File: src/rtl/udc_pkg.sv
package udc_pkg;
  typedef enum logic [1:0] {
    TAG_XHDR = 2'd0,
    TAG_HDR  = 2'd1,
    TAG_HEC  = 2'd2,
    TAG_PAY  = 2'd3
  } tag_e;

  typedef enum logic [1:0] {
    ST_HUNT = 2'd0,
    ST_IDLE = 2'd1,
    ST_CELL = 2'd2
  } seq_e;
endpackage

File: src/rtl/udc_layout.sv
module udc_layout #(
  parameter int XW        = 4,
  parameter int IW        = 7,
  parameter int HDR_BYTES = 4,
  parameter int PAY_BYTES = 48
) (
  input  logic [IW-1:0]      idx,
  input  logic [XW-1:0]      xlen,
  input  logic               hec,
  output udc_pkg::tag_e      tag,
  output logic               last,
  output logic               hdr_last
);
  import udc_pkg::*;

  logic [IW-1:0] x_i;
  logic [IW-1:0] hdr_end;
  logic [IW-1:0] last_idx;

  always_comb begin
    x_i      = IW'(xlen);
    hdr_end  = x_i + IW'(HDR_BYTES);
    last_idx = hdr_end + IW'(PAY_BYTES - 1) + IW'(hec);
    if (idx < x_i)                tag = TAG_XHDR;
    else if (idx < hdr_end)       tag = TAG_HDR;
    else if (hec && idx == hdr_end) tag = TAG_HEC;
    else                          tag = TAG_PAY;
    last     = (idx == last_idx);
    hdr_last = (idx == hdr_end - IW'(1));
  end
endmodule

File: src/rtl/udc_seq.sv
module udc_seq #(
  parameter int XW       = 4,
  parameter int IW       = 7,
  parameter int MAX_XHDR = 12
) (
  input  logic          clk,
  input  logic          rst,
  input  logic [XW-1:0] cfg_x,
  input  logic          cfg_hec,
  input  logic          acc,
  input  logic          sof,
  input  logic          last,
  output logic          emit,
  output logic          err,
  output logic [XW-1:0] eff_x,
  output logic          eff_hec,
  output logic [IW-1:0] eff_idx
);
  import udc_pkg::*;

  seq_e          st;
  logic [IW-1:0] idx;
  logic [XW-1:0] lat_x;
  logic          lat_hec;
  logic [XW-1:0] clamp_x;
  logic          start;

  always_comb begin
    clamp_x = (cfg_x > XW'(MAX_XHDR)) ? XW'(MAX_XHDR) : cfg_x;
    start   = acc && sof;
    eff_x   = start ? clamp_x : lat_x;
    eff_hec = start ? ((clamp_x == '0) || cfg_hec) : lat_hec;
    eff_idx = start ? '0 : idx;
    emit    = acc && (sof || st == ST_CELL);
    err     = acc && ((sof && st == ST_CELL) || (!sof && st == ST_IDLE));
  end

  always_ff @(posedge clk) begin
    if (rst) begin
      st      <= ST_HUNT;
      idx     <= '0;
      lat_x   <= '0;
      lat_hec <= 1'b1;
    end else if (emit) begin
      lat_x   <= eff_x;
      lat_hec <= eff_hec;
      if (last) begin
        st  <= ST_IDLE;
        idx <= '0;
      end else begin
        st  <= ST_CELL;
        idx <= eff_idx + IW'(1);
      end
    end else if (err) begin
      st <= ST_HUNT;
    end
  end
endmodule

File: src/rtl/udc_delineator.sv
module udc_delineator #(
  parameter int MAX_XHDR  = 12,
  parameter int HDR_BYTES = 4,
  parameter int PAY_BYTES = 48,
  parameter int DW        = 8,
  localparam int XW       = $clog2(MAX_XHDR + 1),
  localparam int MAX_CELL = MAX_XHDR + HDR_BYTES + 1 + PAY_BYTES,
  localparam int IW       = $clog2(MAX_CELL + 1),
  localparam int HW       = HDR_BYTES * DW
) (
  input  logic          clk,
  input  logic          rst,
  input  logic [XW-1:0] cfg_xhdr_len,
  input  logic          cfg_hec_en,
  input  logic          in_valid,
  input  logic          in_sof,
  input  logic [DW-1:0] in_data,
  output logic          in_ready,
  output logic          out_valid,
  input  logic          out_ready,
  output logic [DW-1:0] out_data,
  output logic [1:0]    out_tag,
  output logic          out_eoc,
  output logic [HW-1:0] hdr_word,
  output logic          frame_err
);
  import udc_pkg::*;

  logic          acc;
  logic          emit;
  logic          err;
  logic [XW-1:0] eff_x;
  logic          eff_hec;
  logic [IW-1:0] eff_idx;
  tag_e          tag;
  logic          last;
  logic          hdr_last;
  logic [HW-1:0] hdr_sh;

  assign in_ready = !out_valid || out_ready;
  assign acc      = in_valid && in_ready;

  udc_seq #(.XW(XW), .IW(IW), .MAX_XHDR(MAX_XHDR)) u_seq (
    .clk(clk), .rst(rst), .cfg_x(cfg_xhdr_len), .cfg_hec(cfg_hec_en),
    .acc(acc), .sof(in_sof), .last(last), .emit(emit), .err(err),
    .eff_x(eff_x), .eff_hec(eff_hec), .eff_idx(eff_idx)
  );

  udc_layout #(.XW(XW), .IW(IW), .HDR_BYTES(HDR_BYTES), .PAY_BYTES(PAY_BYTES)) u_layout (
    .idx(eff_idx), .xlen(eff_x), .hec(eff_hec),
    .tag(tag), .last(last), .hdr_last(hdr_last)
  );

  always_ff @(posedge clk) begin
    if (rst) begin
      out_valid <= 1'b0;
      out_data  <= '0;
      out_tag   <= 2'd0;
      out_eoc   <= 1'b0;
      hdr_word  <= '0;
      hdr_sh    <= '0;
      frame_err <= 1'b0;
    end else begin
      frame_err <= err;
      if (in_ready) begin
        out_valid <= emit;
        if (emit) begin
          out_data <= in_data;
          out_tag  <= tag;
          out_eoc  <= last;
          if (tag == TAG_HDR) begin
            hdr_sh <= {hdr_sh[HW-DW-1:0], in_data};
            if (hdr_last) hdr_word <= {hdr_sh[HW-DW-1:0], in_data};
          end
        end
      end
    end
  end
endmodule

File: config.mk
export PLATFORM = sky130hd
export DESIGN_NAME = udc_delineator
export DESIGN_NICKNAME = d
export VERILOG_FILES = /design/src/rtl/udc_pkg.sv /design/src/rtl/udc_layout.sv /design/src/rtl/udc_seq.sv /design/src/rtl/udc_delineator.sv
export SDC_FILE = /design/constraint.sdc
export NUM_CORES = 1
export LEC_CHECK = 0
export BUFFER_PORTS_ARGS = -buffer_cell sky130_fd_sc_hd__buf_2
export CAP_MARGIN = 10
export CORE_MARGIN = 2
export CORE_UTILIZATION = 40
export CTS_CLUSTER_SIZE = 28
export DETAILED_ROUTE_END_ITERATION = 8
export MAX_ROUTING_LAYER = met4
export PLACE_DENSITY_LB_ADDON = 0.12
export SYNTH_ARGS = -nofsm -noshare
export SYNTH_HDL_FRONTEND = slang
export SYNTH_SLANG_ARGS = --single-unit
File: constraint.sdc
create_clock -name clk -period 7.4 [get_ports clk]
set_clock_uncertainty 0.15 [all_clocks]
set_input_delay 1.48 -clock clk [delete_from_list [all_inputs] [get_ports clk]]
set_output_delay 1.48 -clock clk [all_outputs]
set_load 0.01 [all_outputs]
---- Word-level counts from Yosys, hierarchy flattened ----
Index checks and enable logic that the tools add are counted.
W data, S select, Z words.
storage, ports and cells
  flip-flop bits (word level) ............. 83
  bits of input ports ..................... 18
  output and inout bits ................... 46
  logic and storage cells ................. 54
operators by class
  add/sub/neg operators ................... 5
  order comparisons ....................... 3
  equality and inequality tests ........... 6
  multiplexer cells ....................... 11
  reductions and logical operators ........ 18
operator list
  operator               count
  $eq A7 B7 Y1           3
  $mux W7                2
  $mux W2                5
  $mux W4                2
  $add A7 B1 Y7          1
  $add A7 B1 Y7 const B  1
  $add A7 B6 Y7 const B  1
  $logic_and A1 B1 Y1    7
  $lt A7 B4 Y1           1
  $lt A7 B7 Y1           1
  $sub A7 B1 Y7 const B  1
  $add A4 B3 Y5 const B  1
  $eq A2 B1 Y1 const B   2
  $gt A4 B4 Y1 const B   1
  $logic_not A4 Y1       1
  $logic_or A1 B1 Y1     4
  $reduce_and A4 Y1      1
  $reduce_and A3 Y1      1
  $eq A2 B2 Y1 const B   1
  $logic_not A1 Y1       2
  $mux W1                2
  $reduce_and A2 Y1      1
  $reduce_bool A2 Y1     1

---- Depth between registers and ports, before layout ----
Gate-level depths: netlist of the first run.
  word-level depth ........................ 13
  depth in mapped cells ................... 16
  mapped depth without buffers ............ 13

---- By module ----
From an unflattened synthesis of the first run, not the netlist that was laid out.
second synthesis, totals
  cell total of the unflattened synthesis .. 408
  area total of the unflattened synthesis .. 4046.4 um2
modules (own cells, without submodules)
  module          times used  cells an instance  area an instance (um2)  sequential area each (um2)
  udc_delineator  1           251                2741.4                  1381.3
  udc_seq         1           91                 760.7                   280.3
  udc_layout      1           66                 544.3                   0.0

---- Worst setup path after synthesis of the first run ----
OpenSTA, ideal clock, no wires.
  kind .................................... input to register
  start ................................... input port in_sof
  end ..................................... register hdr_word[0]
  setup time .............................. 0.072 ns
  data arrival time ....................... 4.833 ns
  data required time ...................... 7.178 ns
  setup slack ............................. 2.345 ns
  stages on the path ...................... 16
  path buffers ............................ 4
  cell sequence ........................... buf_4 -> nand2_2 -> nor2_4 -> mux2i_1 -> inv_1 -> ha_1 -> clkbuf_1 -> inv_1 -> ha_1 -> o21ai_0 -> a21oi_1 -> or4b_1 -> buf_4 -> a211oi_4 -> buf_6 -> mux2i_1
between the ends
  cells in the longest elaborated chain, start to end .. 10
  elaborated cells on any way between the ends .. 18
  classes of those cells .................. add/sub (2); order compare (2); eq/ne (3); mux (6); reduce/logical (5)
ends and longest elaborated chain
  element                                               line                  text
  from (decl)                                           udc_delineator.sv:16  input logic in_sof,
  $logic_and A1 B1 Y1 *                                 udc_seq.sv:30         start = acc && sof;
  $mux W4 *                                             udc_seq.sv:31         eff_x = start ? clamp_x : lat_x;
  named net eff_x[2]                                    udc_delineator.sv:32  logic [XW-1:0] eff_x;
  branches (longest 7 deep; another with $lt A7 B7 Y1)  -
  $reduce_and A4 Y1 (no line) *                         -
  to (signal assigned)                                  udc_delineator.sv:73  if (hdr_last) hdr_word <= {hdr_sh[HW-DW-1:0], in_data};
  to (decl)                                             udc_delineator.sv:24  output logic [HW-1:0] hdr_word,
Mark *: on every way through the listed nets, which the timed path passes.
A chain may end at the register's enable or synchronous reset.

---- Worst setup path after layout of the first run ----
  start ................................... input port in_sof
  end ..................................... register hdr_word[8]
The elaborated chain is that of the path after synthesis.

==> results of run 1 <==
## kinds of logic (layout without fill, tap and decap cells)
logic type / after synthesis / after routing
and+or+nand+nor: 188 / 188
DFF: 83 / 83
AOI/OAI and AO/OA: 65 / 65
xor gates and xnor gates: 10 / 10
buffers and inverters: 45 / 97
muxes: 59 / 59
adders and majority gates: 15 / 15
## routing by layer
layer  vias up  part of all wire (%)
met5         -                     0
met3        13                   4.1
met4         0                   1.7
li1       1691                     -
met1      1583                    52
met2        82                    43
## worst paths after layout
kind                                   from     endpoint  slack (ns)  cells past startpoint
worst min register to register  hdr_word[0]  hdr_word[0]        0.31                      2
worst max-delay path                 in_sof  hdr_word[8]        1.40                     14
worst min-delay path            hdr_word[0]  hdr_word[0]        0.31                      2
worst max register to register    out_valid  hdr_word[8]        2.39                     13
## power by group through the flow
| stage | sequential (mW) | clock, mW | combinational [mW] |
|---|---|---|---|
| 2_1_floorplan | 0.474 | 0 | 0.0829 |
| 3_3_place_gp | 0.475 | 0 | 0.114 |
| 3_5_place_dp | 0.475 | 0 | 0.115 |
| 4_1_cts | 0.464 | 0.392 | 0.115 |
| 5_1_grt | 0.466 | 0.412 | 0.128 |
| 6_report | 0.464 | 0.384 | 0.115 |
## final cells by class
type,count,area [sq um],area share (%)
clock buffers,9,124,2.61
clock inverters,7,108,2.27
inverters,14,52.6,1.11
multi-input cells,337,2290,48.2
flip-flops and latches,83,1660,35.0
well taps,136,170,3.58
repair buffers,67,345,7.27
## worst max-delay path: stages
cell,delay (ns)
buf_2,0.16
nand2_2,0.18
nor2_4,0.30
mux2i_1,0.52
inv_1,0.21
ha_1,0.53
inv_1,0.08
ha_1,0.30
o21ai_0,0.18
a21oi_1,0.11
or4b_1,0.96
a211oi_4,0.35
buf_4,0.48
mux2i_1,0.24
## sequential cells by signal (all words and copies together), names as in the netlist
signal,cells
hdr_sh,24
frame_err,1
out_valid,1
u_seq.idx,7
out_eoc,1
u_seq.st,2
u_seq.lat_hec,1
out_tag,2
u_seq.lat_x,4
hdr_word,32
out_data,8
## cells in the final DEF, fill, tap and decap left out, drive strengths merged, types with 7 or more instances in the layout
master and count:
inv 16, clkbuf 9, buf 67, nor4 7, nand3 9, o21ai 12
mux2i 59, dfxtp 83, nand2b 38, nand2 62, a21oi 21, nor2 41
ha 15
==> flow_summary.toml, run 1 <==
[run_status]
status = "complete, no violations"

[layout]
share_of_layout_cells_above_drive_strength_1_pct = 17.8
layout-area-overhead-vs-synth_pct = 14.3
antenna-diode-count = 0
final_net_count = 545
num-fill-cells = 1041
stdcell_area_sq_um = 4750
final_core_util_pct = 46.6
final-instance-count-excl-fill = 653

[global_route]
use_met2_pct = 27.3
grt_util_all_layers_pct = 18.4
grt.busiest_layer = "met2"
grt-ovfl-total = 0
grt_start_max_net_pins = 88
antenna_found_initial = 0
met1_use_gr_pct = 25.7
first_global_vias = 3155
met3_usage_pct = 3.80
grt_first_pass_wirelength_um = 16100

[synthesis]
adder_and_majority_cell_fraction_of_the_synthesized_area_pct = 4.52
ys_ff_latch = 83
area_leader_netlist = "dfxtp_1"
area_of_the_mapped_netlist_sq_um = 4160
synthTopCellsByArea = "dfxtp_1 (40%), mux2i_1 (14%), nand2b_1 (5.7%)"
synth_mux_area_share_pct = 14.2
synth_simple_gate_area_share_pct = 22.7
synth_enable_flop_cells = 0
yosys.area.top_type_share_pct = 40.0
ys_async_sr_fraction_pct = 0
synth.net_count = 498
synth_top_cells_by_count = "dfxtp_1 (83), nand2_1 (61), mux2i_1 (59)"
post_synth_inst_count = 465
postSynthAreaPerCell_sq_um = 8.94
largest_family_of_logic_cells_by_synthesized_area = "simple AND/OR/NAND/NOR gates"
yosysSeqAreaShare_pct = 40.0
yosys.cell_types.count = 57
synth_most_common_cell = "dfxtp_1"
compound_gate_fraction_of_synth_area_pct = 11.4
ys_dominant_reg_cell = "dfxtp_1"
ys_warn_count = 0
yosys.area_share.xor_xnor_pct = 2.11

[clock_network]
cts_max_level = 3
cts.path.max_buffers = 2
post_cts_resize_count = 0
holdBufCountCts = 0
cts.repair_timing.setup_buffer_count = 0
clk_pin_slew_ns = 0.10
numCtsBuffers = 9
clock_sinks = 83
clock_tree_from_tritoncts = "yes"
worst_skew_pair.late_latency_ns = 0.35
cts_root_buf = "clkbuf_8"

[sta]
fmax_ghz = 0.167
fin_tns_setup_ns = 0
worst_hold_slack_ns = 0.311
post-route-min-period_ns = 6.00
rsz_0062_raised_after_global_routing = "no"
hold_viol_final = 0
report.final.slew_viol_count = 0
slew_margin_rel_pct = 31.7
final.period_utilization_pct = 81.1
report.final.setup_viol = 0
tightestPinTransition_ns = 1.02
final.setup.worst_slack_ns = 1.40

[place]
final_weighted_congestion_in_routability_driven_placement = 0.920
dpl_cell_area_sq_um = 4520
placement.io_buffers = 63
placed_cells_incl_taps = 637
pre_cts_ws_ns = 1.05
dp_hpwl_um = 6750

[drt]
wirelength_um = 9760
routed_via_density = 5.16
detail_route.iter0.violations = 137
vias = 3369
drc_errors = 0
ant_nets = 0
drt-pass1-iter-count = 5
routed_wire_length_per_instance_um = 14.9

[power]
leakage_nw = 2.00
power_switching_mw = 0.264
internal_power_mw = 0.699
clock_power_share_pct = 39.8
switching_share_pct = 27.4
vdd.ir_drop.worst_v = 0.000149
pwr_density_cell_nw_per_um2 = 203
totalPowerFinal_mw = 0.963
comb_power_share_pct = 11.9
p_seq_share_pct = 48.2

[critical_path]
critPathArrivalTime_ns = 6.12
critPathCaptureType = "flop"
worst-path-max-fanout = 32
timing_worst_setup_path_type = "primary input to flop"
critical_path_required_ns = 7.52
crit_path_start_kind = "primary input"

[die]
num_io_pins = 64
chipHeight_um = 106
rows = 37
dieWidth_um = 106
dieArea_sq_um = 11200
coreArea_sq_um = 10200
initial_utilization_pct = 40.8

[hold_path]
worst_hold_path_type = "flop to flop"

[run]
drv_cap = 0
No activity file was read; power rests on OpenSTA's default activity.
==> run 2, diff against run 1 <==
clock period = 6 ns   (was 7.4 ns; I/O delays follow)
==> flow_summary.toml, run 2 (same netlist as run 1, synthesis figures left out) <==
[die]
initial_utilization_pct = 40.8
coreArea_sq_um = 10200
dieArea_sq_um = 11200
num_io_pins = 64
chipHeight_um = 106
rows = 37
dieWidth_um = 106

[sta]
hold_viol_final = 0
final.period_utilization_pct = 82.7
tightestPinTransition_ns = 0.859
report.final.slew_viol_count = 0
fmax_ghz = 0.202
fin_tns_setup_ns = 0
report.final.setup_viol = 0
rsz_0062_raised_after_global_routing = "no"
slew_margin_rel_pct = 42.5
post-route-min-period_ns = 4.96

[layout]
layout.cells.most_common = "dfxtp_1"
top_register_by_number_of_flip_flops = "hdr_word"
num-fill-cells = 1036
most_frequent_cells_in_the_layout = "dfxtp_1 (83), buf_2 (63), nand2_1 (61)"
largest_reg_flops = 32
stdcell_area_sq_um = 4780
layout-area-overhead-vs-synth_pct = 15.0
final_net_count = 549
layout_top_registers = "hdr_word (32), hdr_sh (24), out_data (8)"
share_of_layout_cells_above_drive_strength_1_pct = 18.4
antenna-diode-count = 0

[place]
final_weighted_congestion_in_routability_driven_placement = 0.929
dpl_cell_area_sq_um = 4550
placement.io_buffers = 63
dp_hpwl_um = 6790

[hold_path]
whs_endpoint = "hdr_word[2]"
worst_hold_path_type = "flop to flop"
worstHoldPathCells = 2
worst_hold_startpoint = "hdr_word[2]"

[clock_network]
clk_pin_slew_ns = 0.09
holdBufCountCts = 0
cts.path.max_buffers = 2
clock_sinks = 83
cts_max_level = 3
numCtsBuffers = 9
cts.repair_timing.setup_buffer_count = 0
post_cts_resize_count = 0
worst_skew_pair.late_latency_ns = 0.35
cts_root_buf = "clkbuf_8"
clock_tree_from_tritoncts = "yes"

[global_route]
antenna_found_initial = 0
grt_start_max_net_pins = 87
grt_first_pass_wirelength_um = 16000
grt-ovfl-total = 0
grt_util_all_layers_pct = 18.1
first_global_vias = 3243

[critical_path]
worst-path-max-fanout = 32
critical_path_required_ns = 6.13
critPathArrivalTime_ns = 5.09
critical_path_buf_inv_count = 4
path_delay_family = "simple AND/OR/NAND/NOR gates"
timing.reg2reg.worst_path_depth = 13
critPathCaptureType = "flop"
timing_worst_setup_path_type = "primary input to flop"
crit_path_cell_trace = "buf_2 -> nand2_2 -> nor2_4 -> mux2i_1 -> inv_1 -> ha_1 -> inv_1 -> ha_1 -> o21ai_0 -> a21oi_1 -> or4b_1 -> a211oi_4 -> buf_4 -> mux2i_1"
crit-reg2reg-capture = "hdr_word[10]"
critical_path.reg2reg.startpoint = "out_valid"
slowest_delay_ns = 0.55
crit_path_start_kind = "primary input"
cpMaxStageDelayCell = "or4b_1"
r2r_slack_ns = 1.76
path_depth = 14

[drt]
routed_via_density = 5.11
ant_nets = 0
wirelength_um = 9660
vias = 3357
detail_route.iter0.violations = 147
drt-pass1-iter-count = 5
routed_wire_length_per_instance_um = 14.7
drc_errors = 0

[power]
pwr_density_cell_nw_per_um2 = 247
leakage_nw = 2.01
vdd.ir_drop.worst_v = 0.000127

[run]
drv_cap = 0

[run_status]
status = "complete, no violations"
[run 2: how the worst max path moves through the flow]
| stage | startpoint | endpoint | slack [ns] |
|---|---|---|---|
| finish | in_sof | hdr_word[10] | 1.04 |
| global route | in_sof | hdr_word[1] | 0.72 |
| CTS | in_sof | hdr_word[28] | 1.05 |
| detailed placement | in_sof | hdr_word[28] | 0.65 |
| global placement | in_sof | hdr_word[3] | 0.83 |
| floorplan | in_sof | hdr_word[0] | 1.23 |
[run 2: power by group]
group | internal, mW | switching, mW
registers | 0.563 | 0.0102
logic | 0.0578 | 0.0860
clock network | 0.242 | 0.219
[run 2: per-layer routing]
metal  up-vias  global-route usage, %  share of wire, %
met3        14                   3.19               4.2
met5         -                      -                 0
met2        81                   25.0                42
met4         0                   7.24               2.0
met1      1565                   26.1                52
li1       1697                      -                 -
[run 2: worst reg2reg max path, cell delays in order, from the launching register on]
cell and delay (ns):
dfxtp_1 0.32, nor2b_4 0.17, nor2_4 0.27, mux2i_1 0.45, inv_1 0.18, ha_1 0.50, inv_1 0.08, ha_1 0.29
o21ai_0 0.14, a21oi_1 0.09, or4b_1 0.55, a211oi_4 0.22, buf_4 0.49, mux2i_1 0.27
[run 2: layout make-up]
class | count | area (sq um) | share of cell area (%)
inverters | 14 | 52.6 | 1.10
clock buffers | 9 | 124 | 2.59
multi-input cells | 337 | 2290 | 47.9
well taps | 136 | 170 | 3.56
clock inverters | 7 | 105 | 2.20
repair buffers | 71 | 375 | 7.86
flip-flops and latches | 83 | 1660 | 34.8
[run 2: through the flow]
stage / std cells / worst slack (ns) / hold slack [ns] / power, mW / utilization, %
CTS: 657 / 1.05 / 0.311 / 1.19 / 46.9
detailed placement: 641 / 0.647 / 0.294 / 0.730 / 44.7
finish: 657 / 1.04 / 0.309 / 1.18 / 46.9
global placement: 641 / 0.826 / 0.288 / 0.729 / 44.7
floorplan: 465 / 1.23 / 0.288 / 0.687 / -
global route: 657 / 0.720 / 0.324 / 1.23 / 46.9
==> run 3, diff against run 2 <==
clock period = 4.2 ns   (was 6 ns; I/O delays follow)
==> flow_summary.toml, run 3 (same netlist as run 1, synthesis figures left out) <==
[run_status]
status = "complete, no violations"

[global_route]
grt_first_pass_wirelength_um = 16600
grt_util_all_layers_pct = 19.1
grt_start_max_net_pins = 87
first_global_vias = 3373
grt-ovfl-total = 0
antenna_found_initial = 0

[clock_network]
holdBufCountCts = 0
cts.path.max_buffers = 2
cts.repair_timing.setup_buffer_count = 0
clock_tree_from_tritoncts = "yes"
clock_sinks = 83
cts_root_buf = "clkbuf_8"
clk_pin_slew_ns = 0.10
worst_skew_pair.late_latency_ns = 0.36
numCtsBuffers = 9
cts_max_level = 3
post_cts_resize_count = 0

[drt]
highest-signal-layer = "met4"
detail_route.iter0.violations = 157
drt-pass1-iter-count = 4
routed_via_density = 5.04
met3RoutedLength_um = 302
routed_wire_length_per_instance_um = 14.8
met1Wirelength_um = 5150
met2WireLength_um = 4260
ant_nets = 0
wirelength_um = 9870
drc_errors = 0
vias = 3365

[critical_path]
worst-path-max-fanout = 32
critPathCaptureType = "flop"
critPathArrivalTime_ns = 4.01
critical_path_buf_inv_count = 4
path_delay_family = "simple AND/OR/NAND/NOR gates"
slowest_delay_ns = 0.56
crit_path_cell_trace = "buf_2 -> nand2_2 -> nor2_4 -> mux2i_4 -> inv_1 -> ha_1 -> inv_1 -> ha_1 -> o21ai_0 -> a21oi_1 -> or4b_1 -> a211oi_4 -> buf_12 -> mux2i_1"
cpMaxStageDelayCell = "or4b_1"
critical_path_required_ns = 4.34
timing_worst_setup_path_type = "primary input to flop"
critPathLaunch = "in_sof"
critical_path.reg2reg.startpoint = "out_valid"
crit_path_start_kind = "primary input"

[place]
placed_cells_incl_taps = 651
final_weighted_congestion_in_routability_driven_placement = 0.915
placement.io_buffers = 63
dp_hpwl_um = 7040
dpl_cell_area_sq_um = 4650

[layout]
layout.cells.most_common = "dfxtp_1"
final-instance-count-excl-fill = 667
stdcell_area_sq_um = 4850
layout_top_registers = "hdr_word (32), hdr_sh (24), out_data (8)"
layout-area-overhead-vs-synth_pct = 16.7
antenna-diode-count = 0
share_of_layout_cells_above_drive_strength_1_pct = 20.3
most_frequent_cells_in_the_layout = "dfxtp_1 (83), buf_2 (63), nand2_1 (61)"
final_net_count = 559
largest_reg_flops = 32
top_register_by_number_of_flip_flops = "hdr_word"

[die]
initial_utilization_pct = 40.8
chipHeight_um = 106
coreArea_sq_um = 10200
rows = 37
num_io_pins = 64
dieArea_sq_um = 11200
dieWidth_um = 106

[hold_path]
worst_hold_startpoint = "out_data[5]"
worst_hold_path_type = "flop to flop"

[sta]
report.final.setup_viol = 0
post-route-min-period_ns = 3.88
tightestPinTransition_ns = 0.770
final.period_utilization_pct = 92.3
slew_margin_rel_pct = 48.7
rsz_0062_raised_after_global_routing = "no"
worst_hold_slack_ns = 0.307
fmax_ghz = 0.258
report.final.slew_viol_count = 0
hold_viol_final = 0

[power]
vdd.ir_drop.worst_v = 0.000197
pwr_density_cell_nw_per_um2 = 332
totalPowerFinal_mw = 1.61
leakage_nw = 2.04

[run]
drv_cap = 0
[run 3: changes by cell type in the layout (fill, tap and decap cells not counted), sizes merged]
cell      previous run  this run
clkinvlp             1         2
bufinv               2         0
clkinv               1         3
buf                 71        81
inv                 17        16
[run 3: tightest hold or removal path: stages (launching register included)]
cell	delay (ns)
dfxtp_1	0.32
nand2_1	0.05
a21oi_1	0.05
[run 3: path summary, 6_finish.rpt]
| path | slack, ns | depth (start not counted) | endpoint |
|---|---|---|---|
| setup / recovery | 0.32 | 14 | hdr_word[4] |
| hold / removal | 0.31 | 2 | out_data[5] |
| setup reg to reg | 0.57 | 13 | hdr_word[4] |
| hold reg to reg | 0.31 | 2 | out_data[5] |
[run 3: routing by layer]
layer  vias up  global-route usage, %
met5         -                      -
met2        67                   29.3
met3        10                   2.64
met4         0                   6.20
li1       1723                      -
met1      1565                   26.2
[run 3: power by group]
group | switching (mW) | leakage [nW] | total (mW) | internal, mW
sequential | 0.0141 | 0.672 | 0.818 | 0.804
clock | 0.345 | 0.0926 | 0.576 | 0.231
combinational | 0.125 | 1.28 | 0.216 | 0.0902
[run 3: stage by stage]
| step | util [%] | setup slack [ns] | setup TNS (ns) |
|---|---|---|---|
| CTS | 47.6 | 0.333 | 0 |
| finish | 47.6 | 0.322 | 0 |
| floorplan | - | 0.00409 | 0 |
| detailed placement | 45.7 | -0.0521 | -0.791 |
| global placement | 45.7 | 0.116 | 0 |
| global route | 47.6 | 0.115 | 0 |
[run 3: layout make-up]
class	instances	area, sq um
flip-flops and latches	83	1660
well taps	136	170
repair buffers	81	463
clock inverters	7	71.3
clock buffers	9	124
fillers	1029	5340
multi-input cells	337	2300
inverters	14	52.6
